[src/rtl/whit_pkg.sv]
package whit_pkg;

  // Key sequence selector, sampled at packet start.
  typedef enum logic {
    WH_SEQ_A = 1'b0,
    WH_SEQ_B = 1'b1
  } wh_seq_e;

endpackage

[src/rtl/whit_stepper.sv]
// Key window and eight-step advance of one shift-register sequence.
module whit_stepper #(
  parameter int unsigned W     = 9,
  parameter int unsigned TAP   = 5,
  parameter bit          LEFT  = 1'b0,
  parameter int unsigned DW    = 8,
  parameter int unsigned STEPS = DW
) (
  input  logic [W-1:0]  state_i,
  output logic [DW-1:0] win_o,
  output logic [W-1:0]  next_o
);

  logic [STEPS:0][W-1:0] chain;

  assign chain[0] = state_i;

  for (genvar k = 0; k < STEPS; k++) begin : g_step
    if (LEFT) begin : g_left
      logic fb;
      assign fb           = chain[k][W-1] ^ chain[k][TAP];
      assign chain[k+1]   = {chain[k][W-2:1], chain[k][0] | fb, 1'b0};
    end else begin : g_right
      logic fb;
      assign fb           = chain[k][0] ^ chain[k][TAP];
      assign chain[k+1]   = {fb, chain[k][W-1:1]};
    end
  end

  if (LEFT) begin : g_win_hi
    assign win_o = state_i[W-1 -: DW];
  end else begin : g_win_lo
    assign win_o = state_i[DW-1:0];
  end

  assign next_o = chain[STEPS];

endmodule

[src/rtl/whit_seqstate.sv]
// Holds the per-sequence register state and the packet's selected sequence.
module whit_seqstate
  import whit_pkg::*;
#(
  parameter int unsigned    AW     = 9,
  parameter int unsigned    BW     = 10,
  parameter logic [AW-1:0]  SEED_A = 9'h1FF,
  parameter logic [BW-1:0]  SEED_B = 10'h3FE
) (
  input  logic          clk,
  input  logic          rst_n,
  input  logic          take_i,
  input  logic          start_i,
  input  logic          mode_i,
  input  logic [AW-1:0] next_a_i,
  input  logic [BW-1:0] next_b_i,
  output wh_seq_e       seq_o,
  output logic [AW-1:0] cur_a_o,
  output logic [BW-1:0] cur_b_o
);

  wh_seq_e       seq_q;
  logic [AW-1:0] st_a_q;
  logic [BW-1:0] st_b_q;

  always_comb begin
    seq_o   = start_i ? wh_seq_e'(mode_i) : seq_q;
    cur_a_o = start_i ? SEED_A : st_a_q;
    cur_b_o = start_i ? SEED_B : st_b_q;
  end

  always_ff @(posedge clk or negedge rst_n) begin
    if (!rst_n) begin
      seq_q  <= WH_SEQ_A;
      st_a_q <= SEED_A;
      st_b_q <= SEED_B;
    end else if (take_i) begin
      seq_q <= seq_o;
      if (seq_o == WH_SEQ_B) begin
        st_b_q <= next_b_i;
      end else begin
        st_a_q <= next_a_i;
      end
    end
  end

endmodule

[src/rtl/whit_outreg.sv]
// Single output register with valid/ready hand-off.
module whit_outreg #(
  parameter int unsigned DW = 8
) (
  input  logic          clk,
  input  logic          rst_n,
  input  logic          load_i,
  input  logic [DW-1:0] data_i,
  input  logic          ready_i,
  output logic          valid_o,
  output logic [DW-1:0] data_o,
  output logic          room_o
);

  assign room_o = !valid_o || ready_i;

  always_ff @(posedge clk or negedge rst_n) begin
    if (!rst_n) begin
      valid_o <= 1'b0;
      data_o  <= '0;
    end else begin
      if (load_i) begin
        valid_o <= 1'b1;
        data_o  <= data_i;
      end else if (ready_i) begin
        valid_o <= 1'b0;
      end
    end
  end

endmodule

[src/rtl/byte_whitener.sv]
module byte_whitener
  import whit_pkg::*;
#(
  parameter int unsigned    DW     = 8,
  parameter int unsigned    AW     = 9,
  parameter int unsigned    BW     = 10,
  parameter int unsigned    A_TAP  = 5,
  parameter int unsigned    B_TAP  = 4,
  parameter logic [AW-1:0]  SEED_A = 9'h1FF,
  parameter logic [BW-1:0]  SEED_B = 10'h3FE
) (
  input  logic          clk,
  input  logic          rst_n,
  input  logic          mode_sel,
  input  logic          pkt_start,
  input  logic          in_valid,
  input  logic [DW-1:0] in_data,
  output logic          in_ready,
  output logic          out_valid,
  output logic [DW-1:0] out_data,
  input  logic          out_ready
);

  localparam int unsigned STEPS = DW;

  logic          take;
  wh_seq_e       seq_cur;
  logic [AW-1:0] cur_a, next_a;
  logic [BW-1:0] cur_b, next_b;
  logic [DW-1:0] win_a, win_b, key, mixed;

  assign take = in_valid && in_ready;

  whit_seqstate #(
    .AW(AW), .BW(BW), .SEED_A(SEED_A), .SEED_B(SEED_B)
  ) u_state (
    .clk      (clk),
    .rst_n    (rst_n),
    .take_i   (take),
    .start_i  (pkt_start),
    .mode_i   (mode_sel),
    .next_a_i (next_a),
    .next_b_i (next_b),
    .seq_o    (seq_cur),
    .cur_a_o  (cur_a),
    .cur_b_o  (cur_b)
  );

  whit_stepper #(
    .W(AW), .TAP(A_TAP), .LEFT(1'b0), .DW(DW), .STEPS(STEPS)
  ) u_step_a (
    .state_i (cur_a),
    .win_o   (win_a),
    .next_o  (next_a)
  );

  whit_stepper #(
    .W(BW), .TAP(B_TAP), .LEFT(1'b1), .DW(DW), .STEPS(STEPS)
  ) u_step_b (
    .state_i (cur_b),
    .win_o   (win_b),
    .next_o  (next_b)
  );

  assign key   = (seq_cur == WH_SEQ_B) ? win_b : win_a;
  assign mixed = in_data ^ key;

  whit_outreg #(.DW(DW)) u_out (
    .clk     (clk),
    .rst_n   (rst_n),
    .load_i  (take),
    .data_i  (mixed),
    .ready_i (out_ready),
    .valid_o (out_valid),
    .data_o  (out_data),
    .room_o  (in_ready)
  );

endmodule

[config.mk]
export PLATFORM = sky130hd
export DESIGN_NAME = byte_whitener
export DESIGN_NICKNAME = d
export VERILOG_FILES = /design/src/rtl/whit_pkg.sv /design/src/rtl/whit_stepper.sv /design/src/rtl/whit_seqstate.sv /design/src/rtl/whit_outreg.sv /design/src/rtl/byte_whitener.sv
export SDC_FILE = /design/constraint.sdc
export NUM_CORES = 1
export LEC_CHECK = 0
export ABC_AREA = 1
export BUFFER_PORTS_ARGS = -buffer_cell sky130_fd_sc_hd__clkbuf_2
export CAP_MARGIN = 25
export CORE_UTILIZATION = 55
export DETAILED_ROUTE_END_ITERATION = 16
export PLACE_DENSITY_LB_ADDON = 0.12
export SLEW_MARGIN = 25
export SYNTH_ARGS = -nofsm -noshare
export SYNTH_HDL_FRONTEND = slang
export SYNTH_HIERARCHICAL = 1
export SYNTH_SLANG_ARGS = --single-unit
[constraint.sdc]
create_clock -name clk -period 4 [get_ports clk]
set_clock_uncertainty 0.15 [all_clocks]
set_input_delay 0.2 -clock clk [delete_from_list [all_inputs] [get_ports clk]]
set_output_delay 0.2 -clock clk [all_outputs]
set_load 0.05 [all_outputs]
==> out/results.txt, run 1 <==
Crit path arrival time = 2.15 ns
Sw Share = 0.401
internal power = 0.757 mW
Worst Setup SP = pkt_start
placed insts = 371
initial core utilization = 0.574
post-synthesis instance area = 0.00231 mm^2
worst path cell trace = clkbuf_2 > nand2_1 > nand2_1 > inv_4 > nand2_1 > nand3_1 > nand2_1 > nand2_1 > nand2_1
multi-input gate area in the final layout = 0.00102 mm^2
CTS resizes = 0
global-route wire length before repair = 6960 um
top-count cell post-synth = nand2_1
# rows = 23
crit-path max FO = 27
largest net degree at the start of global routing = 32
crit start category = primary input
CTS tree = done
Least-Margin Pin Slew = 0.851 ns
LEAKAGE = 1.35 nW
Fill cells = 401
worst r2r path cells = 8
remaining global-route overflow = 0
Longest Clk Path Bufs = 2
Slew headroom = 0.431
RSZ-0062 raised after global routing = no
H-tree levels = 2
HP Class = primary input to flip-flop
DR WL/cell = 10.8 um
Sink Count = 29
number of diodes = 0
reg2reg start = u_state/seq_q
final worst path period need = 2.14 ns
CP bufs+invs = 2
FMAX = 468 MHz
cell count of the worst hold path = 4
area leader, netlist = nand2_1
Detailed Routing Iterations Pass 1 = 4
CP max stage cell = nand2_1
Die Height = 66.9 um
IO Pins = 24
clk slew on worst S/H paths = 0.07 ns
Register Area = 748 um^2
share of post-route cells with drive strength above 1 = 0.242
WS Path Type = primary input to flip-flop
Final Hold Vio Count = 0
WP data required = 4.01 ns
Non-Filler Instances = 380
Synth Register Bits = 29
Yosys top cell area share = 0.227
vias = 1,784
Final Max Tran Viols = 0
gpl congestion = 0.812
r2r setup slk = 1.88 ns
final setup violating endpoints = 0
hold path start = out_ready
ys async rst share = 1.00
clock share of power = 0.193
Clock Tree Root = clkbuf_8
core area = 0.00403 mm^2
P_sw = 0.508 mW
number of global-route vias before repair = 1,568
synth unique cells = 21
Seq/Total Area, Yosys = 0.323
Post-route DRC = 0
critical path's top delay family = simple AND/OR/NAND/NOR gates
outcome = finished, final reports clean
die span in x = 66.9 um
reg2reg end = u_out/data_o[7]
Flop pwr share = 0.383
period utilization = 0.535
Post-synth EDFFs = 0
Yosys Warn Count = 6
post-CTS setup buffers = 0
CP Capture Type = flip-flop
routed vias/inst = 4.69
Total GRT Usage = 0.209
Iter 0 DRT Violations = 114
CP max stage delay = 0.60 ns
DRT antenna net count = 0
largest cells by area after synthesis = nand2_1, dfstp_2, dfrtp_1
dpl hpwl = 2970 um
Num CTS Buffers = 5
dominant synthesized flop cell = dfstp_2
Synth Instances = 343
Post-synth top cells = nand2_1, inv_1, buf_4, nand3_1, dfstp_2
antenna violations before repair = 0
Port Buffers = 23
nets = 343
Skew-Pair Late Insertion Delay = 0.27 ns
power per cell area = 566 mW/mm^2
Logic pwr share = 0.424
Peak VDD IR = 0.000274 V
Mapped Avg Cell Area = 6.74 um^2
Hold Path End = u_out/valid_o
TNS Setup = 0 ns
die area = 0.00447 mm^2
Max-Cap Viols = 0
total wire length = 4100 um
Most Frequent Cell on Critical Path = nand2_1
Syn Nets = 357
area grow syn2layout = -3.41%
==> cells by family after synthesis <==
group                     Yosys count  share of synthesized area
xor gates and xnor gates            6                     0.0292
and+or+nand+nor                   213                      0.409
DFF                                29                      0.323
AOI/OAI and AO/OA                   1                    0.00216
buffers and inverters              93                      0.235
other                               1                    0.00162
==> sequential cells by signal, summed over array words and instances (netlist names) <==
name            flops
u_out/data_o        8
u_out/valid_o       1
u_state/seq_q       1
u_state/st_a_q      9
u_state/st_b_q     10
==> final cells by class <==
type / count / area share
clock buffer: 8 / 0.0403
inverter: 47 / 0.0801
multi-input combinational: 221 / 0.457
sequential: 29 / 0.335
tap: 50 / 0.0280
timing repair buffer: 25 / 0.0594
==> repair_timing <==
| item | CTS | global route |
|---|---|---|
| hold buffers | 1 | 0 |
| endpoints found under the hold margin | 11 | 0 |
| setup endpoints to repair | 0 | 0 |
==> how the worst max path moves through the flow <==
stage,endpoint,slack (ns),depth (start not counted)
6_report,u_out/data_o[7],1.86,9
5_1_grt,u_out/data_o[6],1.56,9
4_1_cts,u_out/data_o[3],1.86,9
3_5_place_dp,u_out/data_o[7],1.56,9
3_3_place_gp,u_out/data_o[7],1.62,9
2_1_floorplan,u_state/seq_q,2.06,6
==> worst register-to-register path: stages (launching register included) <==
cell and delay [ns]:
dfrtp_1 0.39, nand2_2 0.20, nand2_1 0.55, inv_4 0.39, nand2_1 0.08, nand3_1 0.07, nand2_1 0.06, nand2_1 0.07
nand2_1 0.06
==> power by group through the flow <==
stage / combinational [mW] / sequential [mW] / clock, mW
2_1_floorplan: 0.529 / 0.548 / 0
3_5_place_dp: 0.536 / 0.488 / 0
3_3_place_gp: 0.531 / 0.488 / 0
5_1_grt: 0.613 / 0.496 / 0.271
6_report: 0.536 / 0.484 / 0.244
4_1_cts: 0.539 / 0.484 / 0.256
==> layer usage <==
| metal | vias up | global-route usage | share of wire |
|---|---|---|---|
| met2 | 31 | 0.327 | 0.46 |
| met5 | - | 0 | 0 |
| met1 | 786 | 0.280 | 0.50 |
| li1 | 965 | - | - |
| met3 | 2 | 0.0377 | 0.033 |
| met4 | 0 | 0.0878 | 0.0066 |
==> cell usage in the layout, fill, tap and decap left out, types with 2 or more instances in the layout <==
cell type	synthesis	final
nand2_1	140	140
inv_1	38	38
nand3_1	36	36
clkbuf_2	0	23
dfstp_2	18	18
or2_2	13	13
dfrtp_1	11	11
nand4_1	10	10
inv_2	8	8
nand2_2	7	7
clkbuf_8	0	6
or2_1	5	5
xnor2_1	3	3
clkbuf_1	0	2
xor2_2	2	2
==> metrics by stage <==
| stage | area (um^2) | setup slack, ns | utilization | hold slack, ns | power, mW |
|---|---|---|---|---|---|
| after floorplan | 2310 | 2.06 | - | -0.246 | 1.08 |
| after global placement | 2130 | 1.62 | 0.530 | 0.140 | 1.02 |
| after detailed placement | 2130 | 1.56 | 0.530 | 0.140 | 1.02 |
| after CTS | 2230 | 1.86 | 0.555 | 0.0588 | 1.28 |
| after global routing | 2230 | 1.56 | 0.555 | 0.0994 | 1.38 |
| final | 2230 | 1.86 | 0.555 | 0.0646 | 1.26 |
No activity file was read; power rests on OpenSTA's default activity.
==> inputs of run 2 (changes only) <==
--- a/config.mk
+++ b/config.mk
@@ -5,10 +5,10 @@
 export SDC_FILE = /design/constraint.sdc
 export NUM_CORES = 1
 export LEC_CHECK = 0
-export ABC_AREA = 1
+export ABC_AREA = 0
 export BUFFER_PORTS_ARGS = -buffer_cell sky130_fd_sc_hd__clkbuf_2
 export CAP_MARGIN = 25
-export CORE_UTILIZATION = 55
+export CORE_UTILIZATION = 52
 export DETAILED_ROUTE_END_ITERATION = 16
 export PLACE_DENSITY_LB_ADDON = 0.12
 export SLEW_MARGIN = 25
==> constraint.sdc (replaced) <==
create_clock -name clk -period 1.8 [get_ports clk]
set_clock_uncertainty 0.15 [all_clocks]
set_input_delay 0.09 -clock clk [delete_from_list [all_inputs] [get_ports clk]]
set_output_delay 0.09 -clock clk [all_outputs]
set_load 0.05 [all_outputs]
==> out/results.txt, run 2 <==
ys async rst share = 1.00 (unchanged)
dpl hpwl = 2060 um (-30%)
most frequent cells in the layout = clkbuf_2, or2_2, mux2_4, dfstp_2, mux2_2
power per cell area = 1690 mW/mm^2 (+200%)
Max-Cap Viols = 0 (unchanged)
Syn Nets = 171 (-52%)
number of flip-flops under the largest register name = 10 (unchanged)
Sink Count = 29 (unchanged)
Tot Pwr = 3.43 mW (+170%)
compound-gate portion of the synthesized area = 0 (-0.00216)
dominant synthesized flop cell = dfstp_2
Least-Margin Pin Slew = 0.730 ns (-0.121 ns)
reg2reg start = u_state/seq_q
CP max stage cell = dlygate4sd3_1
Worst Setup SP = mode_sel
TNS Setup = 0 ns (unchanged)
top-count cell post-synth = buf_4
initial core utilization = 0.539 (-0.0349)
global-route wire length before repair = 4840 um (-30%)
Port Buffers = 23 (unchanged)
total wire length = 2870 um (-30%)
WP data required = 1.82 ns (-2.19 ns)
Post-route DRC = 0 (unchanged)
Post-synth top cells = buf_4, dfstp_2, mux2_4, or2_2
WS Path Type = primary input to flip-flop
Most Frequent Cell on Critical Path = mux2_4
DR WL/cell = 14.1 um (+31%)
Die Height = 63.6 um (-4.8%)
outcome = finished, final reports clean
Total GRT Usage = 0.165 (-0.0445)
LEAKAGE = 0.946 nW (-30%)
CP Capture Type = flip-flop
nets = 168 (-51%)
period utilization = 0.979
Post-Synth Adder-Cell Area = 0 (unchanged)
hold path start = in_data[5]
die area = 0.00405 mm^2 (-9.4%)
fin util = 0.556 (+0.00105)
synth unique cells = 22 (+4.8%)
largest family of logic cells by synthesized area = multiplexers
final worst slack = 0.0371 ns (-1.82 ns)
clk slew on worst S/H paths = 0.07 ns (about the same)
Non-Filler Instances = 203 (-47%)
placed insts = 192 (-48%)
CTS tree = done
Top Registers = u_state/st_b_q (10), u_state/st_a_q (9), u_out/data_o (8)
IO Pins = 24 (unchanged)
area grow syn2layout = 3.04%
CP max stage delay = 0.54 ns (-0.06 ns)
antenna violations before repair = 0 (unchanged)
Area after DPL = 0.00190 mm^2 (-11%)
Skew-Pair Late Insertion Delay = 0.28 ns (about the same)
Yosys Warn Count = 6 (unchanged)
Top reg by flops = u_state/st_b_q
Final Hold Vio Count = 0 (unchanged)
Iter 0 DRT Violations = 18 (-84%)
gpl congestion = 0.667 (-18%)
core area = 0.00366 mm^2 (-9.1%)
Peak VDD IR = 0.000650 V (+140%)
XOR/XNOR Fraction of Synth Area = 0.144 (+0.115)
crit start category = primary input
post-synthesis instance area = 0.00197 mm^2 (-15%)
Setup WS pre-CTS = 0.0879 ns (-1.47 ns)
Synth Instances = 157 (-54%)
DRT antenna net count = 0 (unchanged)
hold slack = 0.0116 ns (-0.0531 ns)
routed vias/inst = 4.62 (-1.6%)
# rows = 22 (-4.3%)
Post-Synth Simple-Gate Area = 0.0824 (-0.326)
Mapped Avg Cell Area = 12.6 um^2 (+86%)
Num CTS Buffers = 5 (unchanged)
vias = 938 (-47%)
Detailed Routing Iterations Pass 1 = 3 (-1)
die span in x = 63.6 um (-4.8%)
HP Class = primary input to flip-flop
most common cell after layout, fill and taps aside = clkbuf_2
final setup violating endpoints = 0 (unchanged)
CP bufs+invs = 3 (+1)
area leader, netlist = dfstp_2
post-CTS setup buffers = 0 (unchanged)
Crit path arrival time = 1.78 ns (-0.37 ns)
Yosys top cell area share = 0.240 (+0.0124)
remaining global-route overflow = 0 (unchanged)
fin area = 0.00203 mm^2 (-9.0%)
Synth Register Bits = 29 (unchanged)
RSZ-0062 raised after global routing = no
final worst path period need = 1.76 ns
Longest Clk Path Bufs = 2 (unchanged)
H-tree levels = 2 (unchanged)
Post-synth EDFFs = 0 (unchanged)
mux cell area share after synthesis = 0.240 (+0.240)
number of global-route vias before repair = 962 (-39%)
Slew headroom = 0.513 (+0.0818)
largest net degree at the start of global routing = 30 (-6.3%)
crit-path max FO = 7 (-74%)
worst path cell trace = dlygate4sd3_1 > clkbuf_2 > mux2_4 > buf_4 > mux2i_2 > xnor2_1 > mux2_4
share of post-route cells with drive strength above 1 = 0.703 (+0.461)
number of diodes = 0 (unchanged)
largest cells by area after synthesis = dfstp_2, dfrtp_1, mux2_4
critical path's top delay family = buffers and inverters
Final Max Tran Viols = 0 (unchanged)
Seq/Total Area, Yosys = 0.379 (+0.0555)
Clock Tree Root = clkbuf_8
FMAX = 567 MHz
## run 2: per-layer routing
layer	GRT usage	wire, um
met5	0	0
met2	0.237	1260
met1	0.219	1420
met4	0.0767	59
met3	0.0580	131
## run 2: cell type report
| class | count | area, um^2 |
|---|---|---|
| timing repair buffer | 29 | 180 |
| multi-input combinational | 88 | 940 |
| tap | 48 | 60.1 |
| inverter | 1 | 3.75 |
| clock inverter | 1 | 5.00 |
| sequential | 29 | 749 |
| fill | 318 | 1630 |
| clock buffer | 7 | 96.3 |
## run 2: worst paths after layout
path	endpoint	cells after the start	slack [ns]
worst max-delay path	u_out/data_o[2]	7	0.04
worst min-delay path	u_out/data_o[5]	3	0.01
worst max register to register	u_out/data_o[2]	5	0.11
worst min register to register	u_state/st_b_q[0]	1	0.35
max in group asynchronous	u_out/valid_o	2	0.75
min in group asynchronous	u_out/data_o[6]	2	0.25
## run 2: worst register-to-register path: cells and delay by family (launching register included)
family    cells  cell delay [ns]
flops         1             0.37
mux           3             0.78
xor+xnor      1             0.10
buf+inv       1             0.19
## run 2: logic make-up (layout without fill, tap and decap cells)
group	Yosys count	in the layout
flip-flops	29	29
buffers and inverters	40	38
AND/OR/NAND/NOR	26	26
other	1	1
XOR/XNOR	24	24
multiplexers	37	37
## run 2: what timing repair did
item | in CTS | in global routing
hold endpoints to repair | 13 | 0
hold buffers | 3 | 0
setup endpoints to repair | 0 | 10
resized for setup | 0 | 2
## run 2: where the power goes
part | total [mW] | internal (mW) | leakage, nW | switching [mW]
registers | 1.24 | 1.10 | 0.316 | 0.142
logic | 1.60 | 0.814 | 0.575 | 0.788
clock network | 0.591 | 0.345 | 0.0542 | 0.246
